[src/rtl/uart_isr_pkg.sv]
package uart_isr_pkg;
  localparam int NSRC = 5;
  localparam int CW   = 4;

  typedef enum logic [2:0] {
    SRC_LS = 3'd0,
    SRC_RD = 3'd1,
    SRC_TO = 3'd2,
    SRC_TH = 3'd3,
    SRC_MS = 3'd4
  } src_e;

  localparam logic [CW-1:0] CODE_IDLE = 4'b0001;

  // rank 0 = highest priority
  function automatic src_e src_at_rank(input int r);
    case (r)
      0:       return SRC_LS;
      1:       return SRC_TO;
      2:       return SRC_RD;
      3:       return SRC_TH;
      default: return SRC_MS;
    endcase
  endfunction

  function automatic logic [CW-1:0] code_of(input src_e s);
    case (s)
      SRC_LS:  return 4'b0110;
      SRC_TO:  return 4'b1100;
      SRC_RD:  return 4'b0100;
      SRC_TH:  return 4'b0010;
      default: return 4'b0000;
    endcase
  endfunction
endpackage

[src/rtl/uart_isr_srcbit.sv]
module uart_isr_srcbit (
  input  logic clk_i,
  input  logic rst_ni,
  input  logic set_i,
  input  logic en_i,
  input  logic clr_i,
  output logic pend_o
);
  logic pend_q;
  logic take;

  assign take = set_i & en_i;

  always_ff @(posedge clk_i or negedge rst_ni) begin
    if (!rst_ni) pend_q <= 1'b0;
    else         pend_q <= (pend_q & ~clr_i) | take;
  end

  assign pend_o = pend_q;

  AST_SET_LATCHES: assert property (@(posedge clk_i) disable iff (!rst_ni)
    take |=> pend_q);
  AST_SET_BEATS_CLR: assert property (@(posedge clk_i) disable iff (!rst_ni)
    (take && clr_i) |=> pend_q);
  AST_CLR_DROPS: assert property (@(posedge clk_i) disable iff (!rst_ni)
    (clr_i && !take) |=> !pend_q);
  AST_MASKED_IDLE: assert property (@(posedge clk_i) disable iff (!rst_ni)
    (!pend_q && !take) |=> !pend_q);
endmodule

[src/rtl/uart_isr_prio.sv]
module uart_isr_prio
  import uart_isr_pkg::*;
(
  input  logic [NSRC-1:0] act_i,
  output logic [NSRC-1:0] sel_o,
  output logic [CW-1:0]   code_o
);
  always_comb begin
    sel_o  = '0;
    code_o = CODE_IDLE;
    // walk lowest rank last so the highest pending source overwrites
    for (int r = NSRC - 1; r >= 0; r--) begin
      if (act_i[src_at_rank(r)]) begin
        sel_o  = '0;
        sel_o[src_at_rank(r)] = 1'b1;
        code_o = code_of(src_at_rank(r));
      end
    end
  end
endmodule

[src/rtl/uart_isr.sv]
module uart_isr
  import uart_isr_pkg::*;
(
  input  logic            clk_i,
  input  logic            rst_ni,
  input  logic [NSRC-1:0] set_i,
  input  logic [NSRC-1:0] en_i,
  input  logic            fifo_mode_i,
  input  logic            rd_i,
  output logic [7:0]      stat_o,
  output logic            irq_o
);
  logic [NSRC-1:0] pend, act, sel, clr;
  logic [CW-1:0]   code;
  logic            fifo_q;

  assign act = pend & en_i;
  assign clr = sel & {NSRC{rd_i}};

  for (genvar i = 0; i < NSRC; i++) begin : g_src
    uart_isr_srcbit u_bit (
      .clk_i  (clk_i),
      .rst_ni (rst_ni),
      .set_i  (set_i[i]),
      .en_i   (en_i[i]),
      .clr_i  (clr[i]),
      .pend_o (pend[i])
    );
  end

  uart_isr_prio u_prio (
    .act_i  (act),
    .sel_o  (sel),
    .code_o (code)
  );

  always_ff @(posedge clk_i or negedge rst_ni) begin
    if (!rst_ni) fifo_q <= 1'b0;
    else         fifo_q <= fifo_mode_i;
  end

  assign stat_o = {{2{fifo_q}}, 2'b00, code};
  assign irq_o  = |act;

  AST_ONE_REPORTED: assert property (@(posedge clk_i) disable iff (!rst_ni)
    $onehot0(sel));
  AST_IRQ_VS_FLAG: assert property (@(posedge clk_i) disable iff (!rst_ni)
    irq_o == !stat_o[0]);
  AST_FIFO_BITS: assert property (@(posedge clk_i) disable iff (!rst_ni)
    fifo_mode_i |=> stat_o[7:6] == 2'b11);
  AST_UNUSED_ZERO: assert property (@(posedge clk_i) disable iff (!rst_ni)
    stat_o[5:4] == 2'b00);
  AST_READ_ONE_ONLY: assert property (@(posedge clk_i) disable iff (!rst_ni)
    (rd_i && set_i == '0) |=> $countones(pend) + 1 >= $countones($past(pend)));
endmodule

[config.mk]
export PLATFORM = sky130hd
export DESIGN_NAME = uart_isr
export DESIGN_NICKNAME = d
export VERILOG_FILES = /design/src/rtl/uart_isr_pkg.sv /design/src/rtl/uart_isr_srcbit.sv /design/src/rtl/uart_isr_prio.sv /design/src/rtl/uart_isr.sv
export SDC_FILE = /design/constraint.sdc
export NUM_CORES = 1
export LEC_CHECK = 0
export ABC_CLOCK_PERIOD_IN_PS = 1100
export BUFFER_PORTS_ARGS = -buffer_cell sky130_fd_sc_hd__buf_2
export CAP_MARGIN = 20
export CORE_AREA = 2 2 39 41
export DETAILED_ROUTE_END_ITERATION = 8
export DIE_AREA = 0 0 41 43
export GPL_TIMING_DRIVEN = 0
export SKIP_LAST_GASP = 1
export SYNTH_ARGS = -nofsm -noshare
export SYNTH_HDL_FRONTEND = slang
export SYNTH_SLANG_ARGS = --single-unit
[constraint.sdc]
create_clock -name clk_i -period 1.1 [get_ports clk_i]
set_clock_uncertainty 0.05 [all_clocks]
set_input_delay 0.22 -clock clk_i [delete_from_list [all_inputs] [get_ports clk_i]]
set_output_delay 0.22 -clock clk_i [all_outputs]
set_load 0.05 [all_outputs]
After elaboration in Yosys (flattened, before gate mapping)

Index checks and enable logic that the tools add are counted.

Bits in latches: 0
Word-level logic and storage cells: 94
Memory bits (read-only): 0
Memories: 0
Output and inout bits: 9
RAM bits: 0
Bits in registers: 6

Shift operators: 0
Equal/unequal tests: 15
Bitwise gates (word level): 22
Div/mod/pow operators: 0
Muxes and demuxes: 30
$mul: 0
Magnitude comparators: 10
Add/sub/neg operators: 0
Reductions and logical operators: 11

Operators with widths:

| operator                                                              | number |
|---|---|
| 4-bit one-hot mux with 4 select lines                                 | 5 |
| 3-bit by 2-bit equality test with 1-bit output, second input constant | 10 |
| 5-bit two-way mux                                                     | 5 |
| 3-bit by 4-bit < comparator with 1-bit output, second input constant  | 5 |
| 4-bit two-way mux                                                     | 5 |
| 1-bit demux with 3-bit select                                         | 5 |
| 3-bit by 1-bit equality test with 1-bit output, second input constant | 5 |
| 3-bit by 1-bit >= comparator with 1-bit output, second input constant | 5 |
| 3-bit zero test                                                       | 5 |
| 3-bit two-way mux                                                     | 5 |
| 1-bit AND                                                             | 10 |
| 5-bit AND                                                             | 2 |
| 1-bit logical AND                                                     | 5 |
| 1-bit two-way mux                                                     | 5 |
| 1-bit NOT                                                             | 5 |
| 1-bit bitwise OR                                                      | 5 |
| 5-bit OR reduction                                                    | 1 |

Depth between registers and ports, before layout

Gate-level depths: netlist of the first run.

Word-level depth: 15
Gate-level depth with buffers: 3
Gate-level depth less buffers: 3

Hierarchy

A second synthesis of the first run with hierarchy kept.

Cells, all modules: 51
Area, all modules: 427.9 um^2

By module, submodules not included:

| module          | area each (um^2) | times used | cells each |
|---|---|---|---|
| uart_isr_srcbit | 41.3             | 5          | 4 |
| uart_isr        | 140.1            | 1          | 18 |
| uart_isr_prio   | 81.3             | 1          | 13 |

Least setup slack after synthesis of the first run

No wires, ideal clock.

Kind: register to output
From: register g_src[2].u_bit.pend_q
To: output stat_o[0]
Path slack: -645 ps
Stages on the path, launching flop included: 4
Arrival: 1,475 ps
Data required time: 830 ps
Cell sequence: dfrtp_1 -> a22oi_4 -> nand3_2 -> a21oi_1

Word-level cells in the longest chain between the ends: 3

Ends and longest elaborated chain:

| item                            | RTL line              | text |
|---|---|---|
| start, declared                 | uart_isr_srcbit.sv:9  | `logic pend_q;` |
| start signal, assigned          | uart_isr_srcbit.sv:16 | `else pend_q <= (pend_q & ~clr_i) \| take;` |
| 5-bit AND                       | uart_isr.sv:17        | `assign act = pend & en_i;` |
| 4-bit two-way mux (2 in series) | uart_isr_prio.sv:13   | `if (act_i[src_at_rank(r)]) begin` |
| end, declared                   | uart_isr.sv:10        | `output logic [7:0] stat_o,` |

No other way between the ends.

Worst setup path after layout of the first run

From: register g_src[2].u_bit.pend_q
To: output irq_o

Word-level cells in the longest chain between the ends: 2

Ends and longest elaborated chain:

| item               | RTL line       | text |
|---|---|---|
| 5-bit AND          | uart_isr.sv:17 |  |
| 5-bit OR reduction | uart_isr.sv:43 | `assign irq_o = \|act;` |
| end, declared      | uart_isr.sv:11 | `output logic irq_o` |

No other way between the ends.

==> out/results.ini, run 1 <==
[logic_synthesis]
synthDistinctLibCells=15
synth_cells=33
avgSynthCellArea_um2=10.3
yosysSeqAreaShare=0.443
yosysWarnings=0
ys_ff_latch=6
synth_area_um2=339

[global_routing]
grt_usage=0.119
first_global_vias=310
grt_max_degree=7
antenna_found_initial=0
grt_pass1_wl_um=1320
grt-ovfl-total=0

[sta]
fin_tns_setup_ns=-2.86
final-setup-viol-count=9
rsz0062_at_grt=true
maxSlewViolCount=0
hold_violations=0
hold_slack_ns=0.0348
timing.final.crit_period_ns=1.61
max_freq_mhz=622
fin_crit_sh=1.46
fin_ws_ns=-0.507

[cells_and_area]
nets=81
drive_above_1_share=0.677
area_delta_synth_final_pct=100
diodes=0

[pwr]
swShare=0.371
clockPowerShare=0.241
vdd_ir_drop_max_mv=0.713
p_int_mw=0.558
switching_power_mw=0.329
powerDensity_nw_per_um2=1310
p_seq_frac=0.313
pwr-share-comb=0.446
leakage_nw=0.331

[setup_path]
critPathKind=flip-flop to output pin
startpoint_type=flip-flop
crit_path_max_fanout=3
critPathMaxStageDelay_ns=0.40
critPathBufInv=1
cp_top_family=compound AO/OA/AOI/OAI gates
timing.critical_path.depth=4
worstSetupEndpointType=output pin
critPathSlowestCell=dfrtp_1
rr_worst_depth=6
cp_cell_sequence=a22oi_4 -> nand3_4 -> a21o_4 -> buf_8
critPathRequiredTime_ns=0.83
arrival_ns=1.34

[floorplan]
core-area_um2=1380
die-area_um2=1760
rows=14
die_h_um=43
dieWidth_um=41
initial_utilization=0.245
ioPinCount=23

[min_path]
holdCritPathClass=primary input to flip-flop
hold_depth=1

[drt]
viasPerCell=4.59
via_count=372
ant_nets=0
firstDrtPassIters=2
avgRoutedWirePerCell_um=11.4
first_iter_violations=1
route.detailed.drc=0
wirelength_um=923

[placement]
gp_congestion=0.645
dpl_worst_slack_ns=-0.343
numPortBuffers=20
dp_hpwl_um=607

[clock_tree]
worstSkewPairLatency_ns=0.25
cts_inserted_buffers=3
cts.sinks=6
cts_tree=yes
cts_buffer_depth=2
cts.clk_slew.worst_paths_ns=0.04
htreeDepth=1
root_buffer=clkbuf_4

[flow_run]
max_cap_viol_count=0

[status]
run_status=complete, but fails checks
violations=setup timing

[layer usage]
| metal | routed length [um] | vias up | GRT usage |
|---|---|---|---|
| li1 | - | 180 | - |
| met1 | 387 | 171 | 0.161 |
| met2 | 436 | 19 | 0.141 |
| met3 | 86 | 2 | 0.0785 |
| met4 | 13 | 0 | 0.0600 |
| met5 | 0 | - | 0 |
[layout make-up]
| type | count | area [um^2] |
|---|---|---|
| clock buffers | 3 | 22.5 |
| well taps | 16 | 20.0 |
| flip-flops and latches | 6 | 150 |
| plain buffers | 4 | 37.5 |
| repair buffers | 28 | 229 |
| multi-input cells | 24 | 220 |
| fillers | 134 | 704 |
[flip-flops by register name, indices dropped and copies added, names as in the netlist]
signal	flops
g_src.u_bit.pend_o	5
fifo_q	1
[cells by family after synthesis]
kind of cell / share of synthesized area
and+or+nand+nor: 0.192
AOI/OAI and AO/OA: 0.266
DFF: 0.443
buffers and inverters: 0.0886
other: 0.0111
[synthesized netlist by cell type]
cell,count,share of area
a21o_1,1,0.022
conb_1,1,0.011
buf_4,4,0.089
nand3b_1,1,0.022
nand4_1,2,0.037
a22o_1,3,0.078
a21oi_1,3,0.044
nand2_1,5,0.055
nand3_1,2,0.030
nand3_2,1,0.030
nand2_2,1,0.018
a22o_2,1,0.030
o21ba_1,1,0.030
a22oi_4,1,0.063
dfrtp_1,6,0.44
[cells in the final DEF (no fill, tap or decap)]
master,instances
o21ba_1,1
dlygate4sd3_1,1
dfrtp_1,6
nand2_1,3
clkbuf_4,3
buf_6,7
nand3b_1,1
nand3_2,1
conb_1,2
nand2_4,2
a22o_2,1
a21oi_1,1
a21o_4,1
buf_4,7
nand4_1,2
nand3_4,1
a21oi_4,2
nand3_1,1
a22o_1,3
buf_8,4
nand2_2,1
buf_2,13
a22oi_4,1
[power groups by stage]
stage,clock (mW),sequential (mW),combinational [mW]
after floorplan,0,0.273,0.195
after global placement,0,0.277,0.263
after detailed placement,0,0.277,0.266
after CTS,0.219,0.274,0.372
after global routing,0.231,0.280,0.421
final,0.214,0.278,0.396
[per-stage QoR]
step,utilization,area (um^2),instances,power [mW]
2_1_floorplan,-,369,34,0.468
3_3_place_gp,0.354,489,70,0.539
3_5_place_dp,0.354,489,70,0.543
4_1_cts,0.469,649,79,0.866
5_1_grt,0.491,679,81,0.931
6_report,0.491,679,81,0.888
[worst paths after layout]
check	slack, ns	to	from
max in group asynchronous	0.57	fifo_q	rst_ni
min in group asynchronous	0.27	g_src[1].u_bit.pend_o	rst_ni
worst min register to register	0.51	g_src[3].u_bit.pend_o	g_src[3].u_bit.pend_o
worst max register to register	-0.33	g_src[4].u_bit.pend_o	g_src[2].u_bit.pend_o
worst max-delay path	-0.51	irq_o	g_src[2].u_bit.pend_o
worst min-delay path	0.03	fifo_q	fifo_mode_i
[timing repair]
action                                  in CTS  in global routing
endpoints found under the setup margin       8                 11
pin swaps                                    3                  2
hold buffers                                 1                  0
gates resized for setup                     25                  3
endpoints found under the hold margin        6                  0
setup buffers                                5                  2
(Power assumes the default switching activity.)
==> run 2, diff against run 1 <==
MAX_ROUTING_LAYER = met4   (was unset)
==> out/results.ini, run 2 (same netlist as run 1, synthesis figures left out) <==
[setup_path]
critPathRequiredTime_ns=0.83  ; about the same
critPathMaxStageDelay_ns=0.40  ; about the same
arrival_ns=1.34  ; about the same
rr_worst_depth=6  ; unchanged
worstSetupEndpointType=output pin
cp_cell_sequence=a22oi_4 -> nand3_4 -> a21o_4 -> buf_8
crit_path_max_fanout=3  ; unchanged
critPathKind=flip-flop to output pin
critPathBufInv=1  ; unchanged
r2r-end=g_src[4].u_bit.pend_o
cp_top_family=compound AO/OA/AOI/OAI gates
startpoint_type=flip-flop
r2r_slack_ns=-0.33  ; about the same
r2r_start=g_src[2].u_bit.pend_o
critPathSlowestCell=dfrtp_1

[drt]
avgRoutedWirePerCell_um=11.4  ; +0.22%
wirelength_um=925  ; +0.22%
ant_nets=0  ; unchanged
firstDrtPassIters=2  ; unchanged
via_count=374  ; +0.54%
first_iter_violations=3  ; +2
route.detailed.drc=0  ; unchanged
viasPerCell=4.62  ; +0.54%

[sta]
fin_ws_ns=-0.507  ; +0.000334 ns
maxSlewViolCount=0  ; unchanged
fin_crit_sh=1.46  ; about the same
hold_slack_ns=0.0356  ; +0.000733 ns
max_freq_mhz=622  ; about the same
rsz0062_at_grt=true
hold_violations=0  ; unchanged
final-setup-viol-count=9  ; unchanged
timing.final.crit_period_ns=1.61  ; -0.000334 ns

[placement]
gp_congestion=0.650  ; +0.85%
dpl_worst_slack_ns=-0.343  ; unchanged
dp_hpwl_um=607  ; unchanged
post_dp_cell_area_um2=489  ; unchanged
place_inst=70  ; unchanged
numPortBuffers=20  ; unchanged

[floorplan]
die-area_um2=1760  ; unchanged
ioPinCount=23  ; unchanged
rows=14  ; unchanged
initial_utilization=0.245  ; unchanged
dieWidth_um=41  ; unchanged
core-area_um2=1380  ; unchanged
die_h_um=43  ; unchanged

[cells_and_area]
diodes=0  ; unchanged
finalInstanceArea_um2=679  ; unchanged
fill_cells=134  ; unchanged
nets=81  ; unchanged
final_common_cell=buf_2
largest_register_ffs=5  ; unchanged
drive_above_1_share=0.677  ; unchanged
area_delta_synth_final_pct=100  ; unchanged
stdcell_count=81  ; unchanged
final_cell_mix=buf_2, buf_4, buf_6, dfrtp_1, buf_8

[min_path]
worstHoldStart=fifo_mode_i
hold-path-endpoint=fifo_q
holdCritPathClass=primary input to flip-flop
hold_depth=1  ; unchanged

[pwr]
fin_total_pwr_mw=0.887  ; about the same
powerDensity_nw_per_um2=1310  ; about the same
p_seq_frac=0.313  ; about the same
vdd_ir_drop_max_mv=0.711  ; -0.28%
swShare=0.370  ; -0.000469
pwr-share-comb=0.447  ; about the same
clockPowerShare=0.240  ; about the same
leakage_nw=0.331  ; unchanged
switching_power_mw=0.329  ; -0.21%
p_int_mw=0.558  ; about the same

[clock_tree]
cts_tree=yes
worstSkewPairLatency_ns=0.25  ; about the same
cts_buffer_depth=2  ; unchanged
cts.sinks=6  ; unchanged
root_buffer=clkbuf_4
cts.clk_slew.worst_paths_ns=0.04  ; about the same
cts_inserted_buffers=3  ; unchanged
htreeDepth=1  ; unchanged

[global_routing]
grt_pass1_wl_um=1320  ; +0.53%
antenna_found_initial=0  ; unchanged
grt_usage=0.122  ; +0.00297
grt_max_degree=7  ; unchanged
first_global_vias=309  ; -0.32%
grt-ovfl-total=0  ; unchanged

[status]
run_status=complete, but fails checks
violations=setup timing

[flow_run]
max_cap_viol_count=0  ; unchanged

[run 2: repair_timing]
item	CTS	global route
gates resized for setup	25	3
setup buffers	5	2
endpoints found under the setup margin	8	11
hold endpoints to repair	6	0
hold buffers	1	0
pin swaps	3	2
[run 2: power by group through the flow]
stage | combinational (mW) | clock (mW) | sequential, mW
global route | 0.421 | 0.231 | 0.280
finish | 0.396 | 0.213 | 0.278
CTS | 0.372 | 0.219 | 0.274
floorplan | 0.195 | 0 | 0.273
global placement | 0.263 | 0 | 0.277
detailed placement | 0.266 | 0 | 0.277
[run 2: cell type report]
type	count	area, um^2	area share
Buffer	4	37.5	0.0552
Clock buffer	3	22.5	0.0331
Multi-Input combinational cell	24	220	0.324
Sequential cell	6	150	0.221
Tap cell	16	20.0	0.0295
Timing Repair Buffer	28	229	0.337
[run 2: through the flow]
| stage | setup TNS [ns] | utilization |
|---|---|---|
| 2_1_floorplan | -0.599 | - |
| 3_3_place_gp | -1.05 | 0.354 |
| 3_5_place_dp | -1.04 | 0.354 |
| 4_1_cts | -2.83 | 0.469 |
| 5_1_grt | -3.26 | 0.491 |
| 6_report | -2.86 | 0.491 |
[run 2: worst max-delay path by stage]
stage,slack [ns],to,depth (start not counted),start
after floorplan,-0.22,stat_o[0],3,g_src[2].u_bit.pend_o
after global routing,-0.55,irq_o,4,g_src[2].u_bit.pend_o
after detailed placement,-0.34,irq_o,4,g_src[2].u_bit.pend_o
final,-0.51,irq_o,4,g_src[2].u_bit.pend_o
after global placement,-0.34,irq_o,4,g_src[2].u_bit.pend_o
after CTS,-0.54,irq_o,4,g_src[2].u_bit.pend_o
[run 2: layer usage]
| metal | track usage | wire length, um | vias up |
|---|---|---|---|
| met4 | 0.0600 | 13 | 0 |
| li1 | - | - | 180 |
| met2 | 0.141 | 436 | 19 |
| met5 | - | 0 | - |
| met3 | 0.0785 | 83 | 2 |
| met1 | 0.161 | 391 | 173 |
[run 2: worst reg2reg max path, cell delays in order (launching register included)]
cell and delay [ns]:
dfrtp_1 0.40, a22oi_4 0.23, nand3_4 0.12, buf_4 0.14, buf_4 0.12, buf_6 0.10, o21ba_1 0.17
==> run 3, diff against run 2 <==
--- a/constraint.sdc
+++ b/constraint.sdc
@@ -4,2 +4,2 @@
 set_output_delay 0.22 -clock clk_i [all_outputs]
-set_load 0.05 [all_outputs]
+set_load 0.005 [all_outputs]
==> out/results.ini, run 3 (same netlist as run 1, synthesis figures left out) <==
[cells_and_area]
stdcell_count=78  ; -3.7%
diodes=0  ; unchanged
nets=78  ; -3.7%
final_cell_mix=buf_2, dfrtp_1, nand2_1, buf_4, buf_6
final_util=0.397  ; -0.0940
final_common_cell=buf_2
area_delta_synth_final_pct=62.0
largest_register_ffs=5  ; unchanged
finalInstanceArea_um2=549  ; -19%
drive_above_1_share=0.565  ; -0.112

[status]
run_status=complete, but fails checks
violations=setup timing

[pwr]
powerDensity_nw_per_um2=1220  ; -6.9%
vdd_ir_drop_max_mv=0.606  ; -15%
fin_total_pwr_mw=0.668  ; -25%
leakage_nw=0.287  ; -13%

[sta]
final-setup-viol-count=9  ; unchanged
rsz0062_at_grt=true
timing.final.crit_period_ns=1.51  ; -0.0991 ns
max_freq_mhz=663  ; +6.6%
hold_violations=0  ; unchanged
fin_crit_sh=1.37  ; -0.0901
maxSlewViolCount=0  ; unchanged
fin_ws_ns=-0.408  ; +0.0991 ns

[setup_path]
arrival_ns=1.24  ; -0.10 ns
startpoint_type=flip-flop
r2r_slack_ns=-0.10  ; +0.23 ns
critPathMaxStageDelay_ns=0.40  ; about the same
worstSetupEndpointType=output pin
r2r_start=g_src[2].u_bit.pend_o
rr_worst_depth=4  ; -2
cp_top_family=flip-flops
critPathRequiredTime_ns=0.83  ; about the same
critPathSlowestCell=dfrtp_1
crit_path_max_fanout=3  ; unchanged
critPathBufInv=1  ; unchanged
critPathKind=flip-flop to output pin
timing.critical_path.depth=4  ; unchanged
r2r-end=g_src[3].u_bit.pend_o
cp_cell_sequence=a22oi_4 -> nand3_2 -> a21o_1 -> buf_2

[floorplan]
core-area_um2=1380  ; unchanged
rows=14  ; unchanged
ioPinCount=23  ; unchanged
dieWidth_um=41  ; unchanged
die-area_um2=1760  ; unchanged
initial_utilization=0.245  ; unchanged
die_h_um=43  ; unchanged

[drt]
route.detailed.drc=0  ; unchanged
first_iter_violations=15  ; +12
via_count=366  ; -2.1%
wirelength_um=743  ; -20%
ant_nets=0  ; unchanged
viasPerCell=4.69  ; +1.6%
firstDrtPassIters=4  ; +2
avgRoutedWirePerCell_um=9.53  ; -17%

[clock_tree]
htreeDepth=1  ; unchanged
root_buffer=clkbuf_4
cts_tree=yes
cts.clk_slew.worst_paths_ns=0.05  ; about the same
cts.sinks=6  ; unchanged
cts_buffer_depth=2  ; unchanged
cts_inserted_buffers=3  ; unchanged
worstSkewPairLatency_ns=0.24  ; about the same

[global_routing]
grt_pass1_wl_um=1210  ; -8.8%
grt_max_degree=7  ; unchanged
grt-ovfl-total=0  ; unchanged
first_global_vias=295  ; -4.5%
grt_usage=0.109  ; -0.0137
antenna_found_initial=0  ; unchanged

[placement]
post_dp_cell_area_um2=463  ; -5.4%
dpl_worst_slack_ns=-0.192  ; +0.151 ns
numPortBuffers=20  ; unchanged
gp_congestion=0.643  ; -1.2%
place_inst=70  ; unchanged

[min_path]
worstHoldStart=fifo_mode_i
hold_depth=1  ; unchanged
hold-path-endpoint=fifo_q
holdCritPathClass=primary input to flip-flop

[flow_run]
max_cap_viol_count=0  ; unchanged

-- run 3: cell types whose count changed in the layout (fill, tap and decap cells not counted), sizes merged --
| cell | previous run | this run |
|---|---|---|
| buf | 31 | 28 |
-- run 3: worst max path at each step --
stage                     slack, ns             startpoint     to
after global routing          -0.49  g_src[2].u_bit.pend_o  irq_o
after CTS                     -0.46  g_src[2].u_bit.pend_o  irq_o
after detailed placement      -0.19  g_src[2].u_bit.pend_o  irq_o
final                         -0.41  g_src[2].u_bit.pend_o  irq_o
after global placement        -0.20  g_src[2].u_bit.pend_o  irq_o
after floorplan               -0.03  g_src[2].u_bit.pend_o  irq_o
-- run 3: routing by layer --
metal / track usage / routed length (um)
met2: 0.150 / 367
met3: 0.0471 / 69
met1: 0.127 / 306
met5: - / 0
met4: 0.0600 / 0
-- run 3: per-stage QoR --
stage | TNS [ns] | hold WS [ns]
2_1_floorplan | -0.0376 | -0.126
3_3_place_gp | -0.437 | 0.00482
3_5_place_dp | -0.444 | 0.00575
4_1_cts | -1.97 | 0.0282
5_1_grt | -2.64 | 0.0149
6_report | -2.01 | 0.0303
-- run 3: report_power, final --
part	switching, mW	internal (mW)	total [mW]
logic	0.0752	0.117	0.192
registers	0.0232	0.247	0.270
clock network	0.0823	0.124	0.206
total	0.181	0.487	0.668
-- run 3: final cells by class --
type / instances / area, um^2
Fill cell: 140 / 835
Multi-Input combinational cell: 24 / 163
Timing Repair Buffer: 25 / 156
Sequential cell: 6 / 150
Buffer: 4 / 37.5
Clock buffer: 3 / 22.5
Tap cell: 16 / 20.0
-- run 3: worst register-to-register path, cell delays in order (launching register included) --
cell	delay, ns
dfrtp_1	0.40
a22oi_4	0.20
buf_4	0.14
nand4_1	0.09
a22o_1	0.19
-- run 3: timing repair --
| action | CTS | global route |
|---|---|---|
| setup endpoints to repair | 9 | 10 |
| buffers inserted | 2 | 2 |
| hold buffers | 1 | 0 |
| resized for setup | 4 | 1 |
| endpoints found under the hold margin | 6 | 0 |
| pin swaps | 4 | 2 |
